===== config.mk =====
export PLATFORM = sky130hd
export DESIGN_NAME = pci_parity_unit
export DESIGN_NICKNAME = d
export VERILOG_FILES = /design/src/rtl/pci_par_pkg.sv /design/src/rtl/pci_par_phase.sv /design/src/rtl/pci_par_lane.sv /design/src/rtl/pci_par_err.sv /design/src/rtl/pci_parity_unit.sv
export SDC_FILE = /design/constraint.sdc
export NUM_CORES = 1
export LEC_CHECK = 0
export BUFFER_PORTS_ARGS = -buffer_cell sky130_fd_sc_hd__buf_2
export CORE_ASPECT_RATIO = 2
export CORE_MARGIN = 5
export CORE_UTILIZATION = 39
export DETAILED_ROUTE_END_ITERATION = 8
export HOLD_SLACK_MARGIN = 0.1
export MAX_ROUTING_LAYER = met4
export PLACE_DENSITY = 0.84
export RECOVER_POWER = 100
export SKIP_CTS_REPAIR_TIMING = 1
export SYNTH_ARGS = -nofsm -noshare
export SYNTH_HDL_FRONTEND = slang
export SYNTH_SLANG_ARGS = --single-unit

===== constraint.sdc =====
create_clock -name clk -period 1.7 [get_ports clk]
set_input_delay 0.255 -clock clk [delete_from_list [all_inputs] [get_ports clk]]
set_output_delay 0.255 -clock clk [all_outputs]
set_load 0.005 [all_outputs]

===== src/rtl/pci_par_pkg.sv =====
package pci_par_pkg;
  localparam int PAR_MAXW = 128;
  typedef logic [PAR_MAXW-1:0] par_vec_t;

  // Bit that makes the total number of ones even.
  function automatic logic even_fill(input par_vec_t v);
    return ^v;
  endfunction
endpackage


===== src/rtl/pci_par_phase.sv =====
module pci_par_phase (
  input  logic clk,
  input  logic rst_n,
  input  logic frame_n,
  input  logic irdy_n,
  input  logic trdy_n,
  input  logic wide_req_n,
  output logic addr_ph,
  output logic busy,
  output logic wide_lat
);
  logic frame_act_q;
  logic last_done;
  logic bus_idle;

  assign addr_ph   = !frame_n && !frame_act_q;
  assign last_done = busy && frame_n && !irdy_n && !trdy_n;
  assign bus_idle  = busy && frame_n && irdy_n;

  always_ff @(posedge clk or negedge rst_n) begin
    if (!rst_n) begin
      frame_act_q <= 1'b0;
      busy        <= 1'b0;
      wide_lat    <= 1'b0;
    end else begin
      frame_act_q <= !frame_n;
      if (addr_ph) begin
        busy     <= 1'b1;
        wide_lat <= !wide_req_n;
      end else if (last_done || bus_idle) begin
        busy <= 1'b0;
      end
    end
  end
endmodule


===== src/rtl/pci_par_lane.sv =====
module pci_par_lane #(
  parameter int W = 36
) (
  input  logic         clk,
  input  logic         rst_n,
  input  logic [W-1:0] vec,
  input  logic         drive,
  input  logic         chk_addr,
  input  logic         chk_data,
  input  logic         par_rx,
  output logic         par_tx,
  output logic         par_oe,
  output logic         addr_err,
  output logic         data_err
);
  import pci_par_pkg::*;

  par_vec_t v_ext;
  logic     par_q;
  logic     addr_q;
  logic     data_q;
  logic     mism;

  assign v_ext = par_vec_t'(vec);

  always_ff @(posedge clk or negedge rst_n) begin
    if (!rst_n) begin
      par_q  <= 1'b0;
      par_oe <= 1'b0;
      addr_q <= 1'b0;
      data_q <= 1'b0;
    end else begin
      par_q  <= even_fill(v_ext);
      par_oe <= drive;
      addr_q <= chk_addr;
      data_q <= chk_data;
    end
  end

  assign par_tx   = par_q;
  assign mism     = par_rx ^ par_q;
  assign addr_err = addr_q && mism;
  assign data_err = data_q && mism;
endmodule


===== src/rtl/pci_par_err.sv =====
module pci_par_err (
  input  logic clk,
  input  logic rst_n,
  input  logic addr_err,
  input  logic data_err,
  input  logic spec_q,
  input  logic perr_resp_en,
  input  logic serr_en,
  output logic dperr_drv,
  output logic sys_err_drv,
  output logic stat_det,
  output logic stat_sig
);
  always_ff @(posedge clk or negedge rst_n) begin
    if (!rst_n) begin
      dperr_drv   <= 1'b0;
      sys_err_drv <= 1'b0;
      stat_det    <= 1'b0;
      stat_sig    <= 1'b0;
    end else begin
      dperr_drv   <= data_err && perr_resp_en && !spec_q;
      sys_err_drv <= addr_err && serr_en;
      stat_sig    <= addr_err && serr_en;
      stat_det    <= addr_err || data_err;
    end
  end
endmodule


===== src/rtl/pci_parity_unit.sv =====
module pci_parity_unit #(
  parameter int AD_W      = 32,
  parameter int BE_W      = 4,
  parameter bit HAS_UPPER = 1'b1
) (
  input  logic            clk,
  input  logic            rst_n,
  input  logic [AD_W-1:0] ad_lo,
  input  logic [BE_W-1:0] cbe_lo,
  input  logic [AD_W-1:0] ad_hi,
  input  logic [BE_W-1:0] cbe_hi,
  input  logic            frame_n,
  input  logic            irdy_n,
  input  logic            trdy_n,
  input  logic            devsel_n,
  input  logic            wide_req_n,
  input  logic            wide_ack_n,
  input  logic            is_master,
  input  logic            cmd_write,
  input  logic            cmd_special,
  input  logic            perr_resp_en,
  input  logic            serr_en,
  input  logic            par_lo_i,
  input  logic            par_hi_i,
  output logic            par_lo_o,
  output logic            par_lo_oe,
  output logic            par_hi_o,
  output logic            par_hi_oe,
  output logic            dperr_drv,
  output logic            sys_err_drv,
  output logic            stat_det,
  output logic            stat_sig
);
  localparam int LANE_W = AD_W + BE_W;
  localparam int NL     = HAS_UPPER ? 2 : 1;

  logic addr_ph, busy, wide_lat, xfer, spec_q;
  logic lo_drv, lo_chka, lo_chkd;
  logic [NL-1:0] ln_drv, ln_chka, ln_chkd, ln_rx, ln_tx, ln_oe, ln_aerr, ln_derr;
  logic [NL-1:0][LANE_W-1:0] ln_vec;
  logic addr_err_any, data_err_any;

  pci_par_phase u_phase (
    .clk(clk), .rst_n(rst_n), .frame_n(frame_n), .irdy_n(irdy_n),
    .trdy_n(trdy_n), .wide_req_n(wide_req_n),
    .addr_ph(addr_ph), .busy(busy), .wide_lat(wide_lat)
  );

  assign xfer   = busy && !irdy_n && !trdy_n;
  assign lo_drv = is_master ? (addr_ph || (busy && cmd_write && !irdy_n))
                            : (!addr_ph && busy && !cmd_write && !trdy_n && !devsel_n);
  assign lo_chka = addr_ph && !is_master;
  assign lo_chkd = xfer && (is_master ? !cmd_write : (cmd_write && !devsel_n));

  assign ln_vec[0]  = {ad_lo, cbe_lo};
  assign ln_drv[0]  = lo_drv;
  assign ln_chka[0] = lo_chka;
  assign ln_chkd[0] = lo_chkd;
  assign ln_rx[0]   = par_lo_i;
  assign par_lo_o   = ln_tx[0];
  assign par_lo_oe  = ln_oe[0];

  generate
    if (HAS_UPPER) begin : g_upper
      assign ln_vec[1]  = {ad_hi, cbe_hi};
      assign ln_drv[1]  = is_master
        ? ((addr_ph && !wide_req_n) || (busy && cmd_write && !irdy_n && wide_lat && !wide_ack_n))
        : (!addr_ph && busy && !cmd_write && !trdy_n && !devsel_n && !wide_ack_n);
      assign ln_chka[1] = lo_chka && !wide_req_n;
      assign ln_chkd[1] = lo_chkd && !wide_ack_n;
      assign ln_rx[1]   = par_hi_i;
      assign par_hi_o   = ln_tx[1];
      assign par_hi_oe  = ln_oe[1];
    end else begin : g_no_upper
      assign par_hi_o  = 1'b0;
      assign par_hi_oe = 1'b0;
    end

    for (genvar g = 0; g < NL; g++) begin : g_lane
      pci_par_lane #(.W(LANE_W)) u_lane (
        .clk(clk), .rst_n(rst_n), .vec(ln_vec[g]), .drive(ln_drv[g]),
        .chk_addr(ln_chka[g]), .chk_data(ln_chkd[g]), .par_rx(ln_rx[g]),
        .par_tx(ln_tx[g]), .par_oe(ln_oe[g]),
        .addr_err(ln_aerr[g]), .data_err(ln_derr[g])
      );
    end
  endgenerate

  always_ff @(posedge clk or negedge rst_n) begin
    if (!rst_n) spec_q <= 1'b0;
    else        spec_q <= cmd_special;
  end

  assign addr_err_any = |ln_aerr;
  assign data_err_any = |ln_derr;

  pci_par_err u_err (
    .clk(clk), .rst_n(rst_n), .addr_err(addr_err_any), .data_err(data_err_any),
    .spec_q(spec_q), .perr_resp_en(perr_resp_en), .serr_en(serr_en),
    .dperr_drv(dperr_drv), .sys_err_drv(sys_err_drv),
    .stat_det(stat_det), .stat_sig(stat_sig)
  );
endmodule


==> impl_results.md <==
- Avg Inst Size Synth: between 10 and 15 um^2
- Largest net degree at the start of global routing: 16
- Critical path launch point type: primary input
- Vias after detailed routing: between 1000 and 1500
- Most frequent CP cell: xnor2_1
- Worst clock skew: 0.00300 ns
- Commonest non-fill, non-tap cells in the layout: buf_2 (89), xnor2_1 (58), dfrtp_1 (15), xor2_1 (10), nand2_1 (9)
- Warnings, synthesis: 0
- CP Class: in -> reg
- FMAX: a little under 0.8 GHz
- Final setup fails: 0
- Post-Synthesis Cells: 118
- Static leakage: approximately 0.85 nW
- Tot GR Track Use: 0.117
- Vias in the first global route: 1049
- Seq cells post-synth: 15
- Final net count: 303
- Initial Utilization: 0.403
- FF-to-FF Start: u_phase.frame_act_q
- Core Box Area: a little under 3000 um^2
- Routed length on met1: roughly 800 um
- Top delay family on crit path: XOR/XNOR gates
- CP Cell Sequence: buf_2, xor2_1, xnor2_1, xnor2_1, xnor3_1, xnor2_1
- First-pass GRT wire length: approximately 4 mm
- WL met3: 217 um
- Top Metal Used: met3
- Yosys top cell by area: xnor2_1
- Std-Cell Rows: 28
- R2R depth: 4
- Port Buffer Count: 94
- Netlist Area Pre-Place: ~1200 um^2
- Worst Path Buf+Inv: 1
- Final WS setup: between 0.4 and 0.5 ns
- Post-route cell area: around 1700 um^2
- Status: finished, final reports clean
- Clock-pin slew on the worst setup and hold paths: approximately 0.060 ns
- Leading post-synthesis cells by cell area: xnor2_1 (43%), dfrtp_1 (32%), xor2_1 (7.4%)
- Synth top area share: 0.428
- Num CTS Buffers: 3
- Gpl congestion: about 0.85
- Clk Latency, worst-skew pair: between 0.2 and 0.25 ns
- Die area: approximately 4300 um^2
- Hold_ws: approximately 0.12 ns
- CTS Root Cell: clkbuf_8
- Delay of the slowest critical-path stage: 0.42 ns
- WL final: roughly 2.6 mm
- Post-DP HPWL: 2.42 mm
- Setup crit end: g_lane[1].u_lane.par_tx
- WP data required: ~1.9 ns
- Starting DRC count in detailed routing: 6
- Worst Setup SP: ad_hi[22]
- First-pass iteration count of the detailed router: 3
- Critical path depth: 6
- Drt wl/cell: roughly 10 um
- Period utilization: 0.760
- Gr ovfl total: 0
- Setup TNS Final: 0 ns
- Horiz. Die Dim: between 40 and 50 um
- CTS sink cnt: 15
- Power Density: ~800 nW/um^2
- Pre-CTS setup slack: about 0.15 ns
- RSZ-0062 raised after global routing: no
- Commonest non-fill, non-tap cell in the layout: buf_2
- Share of cells above drive strength 1: 0.437
- CTS tree: built
- Syn Nets: approximately 210
- Antenna violations before repair: 0
- Max-slew violation total from the final report: 0
- CP endpoint kind: flop
- Rel. slew slack: 0.496
- Max FO, Critical Path: 1
- Vias per Instance: 4.45
- Worst R2R Setup Slack: roughly 0.45 ns
- Buffer depth of the longest clock path: 2
- IO Pins: between 90 and 100
- Crit path DAT: ~1.5 ns
- Sequential area share after synthesis: 0.316
- Antenna cell count: 0
- Hold crit path type: in -> reg
- CP max stage cell: xnor3_1
- # Max-Cap Violations: 0
- Die span in y: 88.0 um
- Fin crit period: between 1 and 1.5 ns
- Worst R2R End: g_lane[1].u_lane.par_oe
- Final hold violation count: 0
- Peak supply drop: roughly 460 uV
- Worst slew pin tran: 0.756 ns
- Area after DPL: around 1700 um^2
- H-tree levels: 1
- Layout area overhead: 46.0%
- DRT antenna net count: 0
- Synth cell types: 20
- DR DRC count: 0
- DR WL met2: approximately 1.6 mm
-- through the flow --
step / total power [mW] / utilization / cells
after floorplan: 0.937 / - / 118
after global placement: 1.12 / 0.572 / 240
after detailed placement: 1.14 / 0.572 / 240
after CTS: 1.42 / 0.588 / 244
after global routing: 1.50 / 0.589 / 245
final: 1.39 / 0.589 / 245
-- flip-flops by register name, indices dropped and copies added (netlist names) --
signal,count
g_lane.u_lane.addr_q,2
g_lane.u_lane.data_q,2
g_lane.u_lane.par_oe,2
g_lane.u_lane.par_tx,2
spec_q,1
u_err.dperr_drv,1
u_err.stat_det,1
u_err.stat_sig,1
u_phase.busy,1
u_phase.frame_act_q,1
u_phase.wide_lat,1
-- logic make-up (layout without fill, tap and decap cells) --
kind of cell | Yosys count | count (layout) | synth area share
flops | 15 | 15 | 0.316
simple gates | 20 | 20 | 0.0811
xor+xnor | 70 | 70 | 0.540
compound gates | 8 | 8 | 0.0443
buf+inv | 5 | 102 | 0.0190
-- where the power goes --
group	total [mW]	internal (mW)	switching [mW]	leakage, nW
clock network	0.273	0.162	0.112	0.0255
registers	0.429	0.407	0.0212	0.194
logic	0.693	0.425	0.268	0.627
total	1.39	0.994	0.401	0.847
-- Yosys cell counts --
cell       count
xnor2_1       58
dfrtp_1       15
xor2_1        10
nand2_1        9
inv_1          3
nor2_1         3
nor2b_1        3
a21oi_1        2
a22oi_1        2
o21ai_0        2
xnor3_1        2
a2111oi_0      1
buf_4          1
clkbuf_1       1
nand2b_1       1
nor3_1         1
nor3b_1        1
o32ai_1        1
or2_2          1
or4_1          1
-- layer usage --
metal,vias up,GRT usage
met5,-,-
met4,0,0.0368
met3,0,0.0307
met2,42,0.215
met1,484,0.117
li1,564,-
-- cell type report --
class | count | area (um^2)
clock buffer | 3 | 41.3
timing repair buffer | 95 | 474
sequential | 15 | 375
multi-input combinational | 98 | 790
inverter | 3 | 11.3
fill | 293 | 1210
tap | 30 | 37.5
clock inverter | 1 | 5.00
-- worst min-delay path by stage --
stage / start / endpoint / cells after the start
global route: cmd_special / spec_q / 1
detailed placement: rst_n / u_err.dperr_drv / 1
finish: cmd_special / spec_q / 1
global placement: rst_n / u_err.dperr_drv / 1
floorplan: rst_n / g_lane[0].u_lane.addr_q / 0
CTS: rst_n / u_err.dperr_drv / 1
No activity file was read; power rests on OpenSTA's default activity.
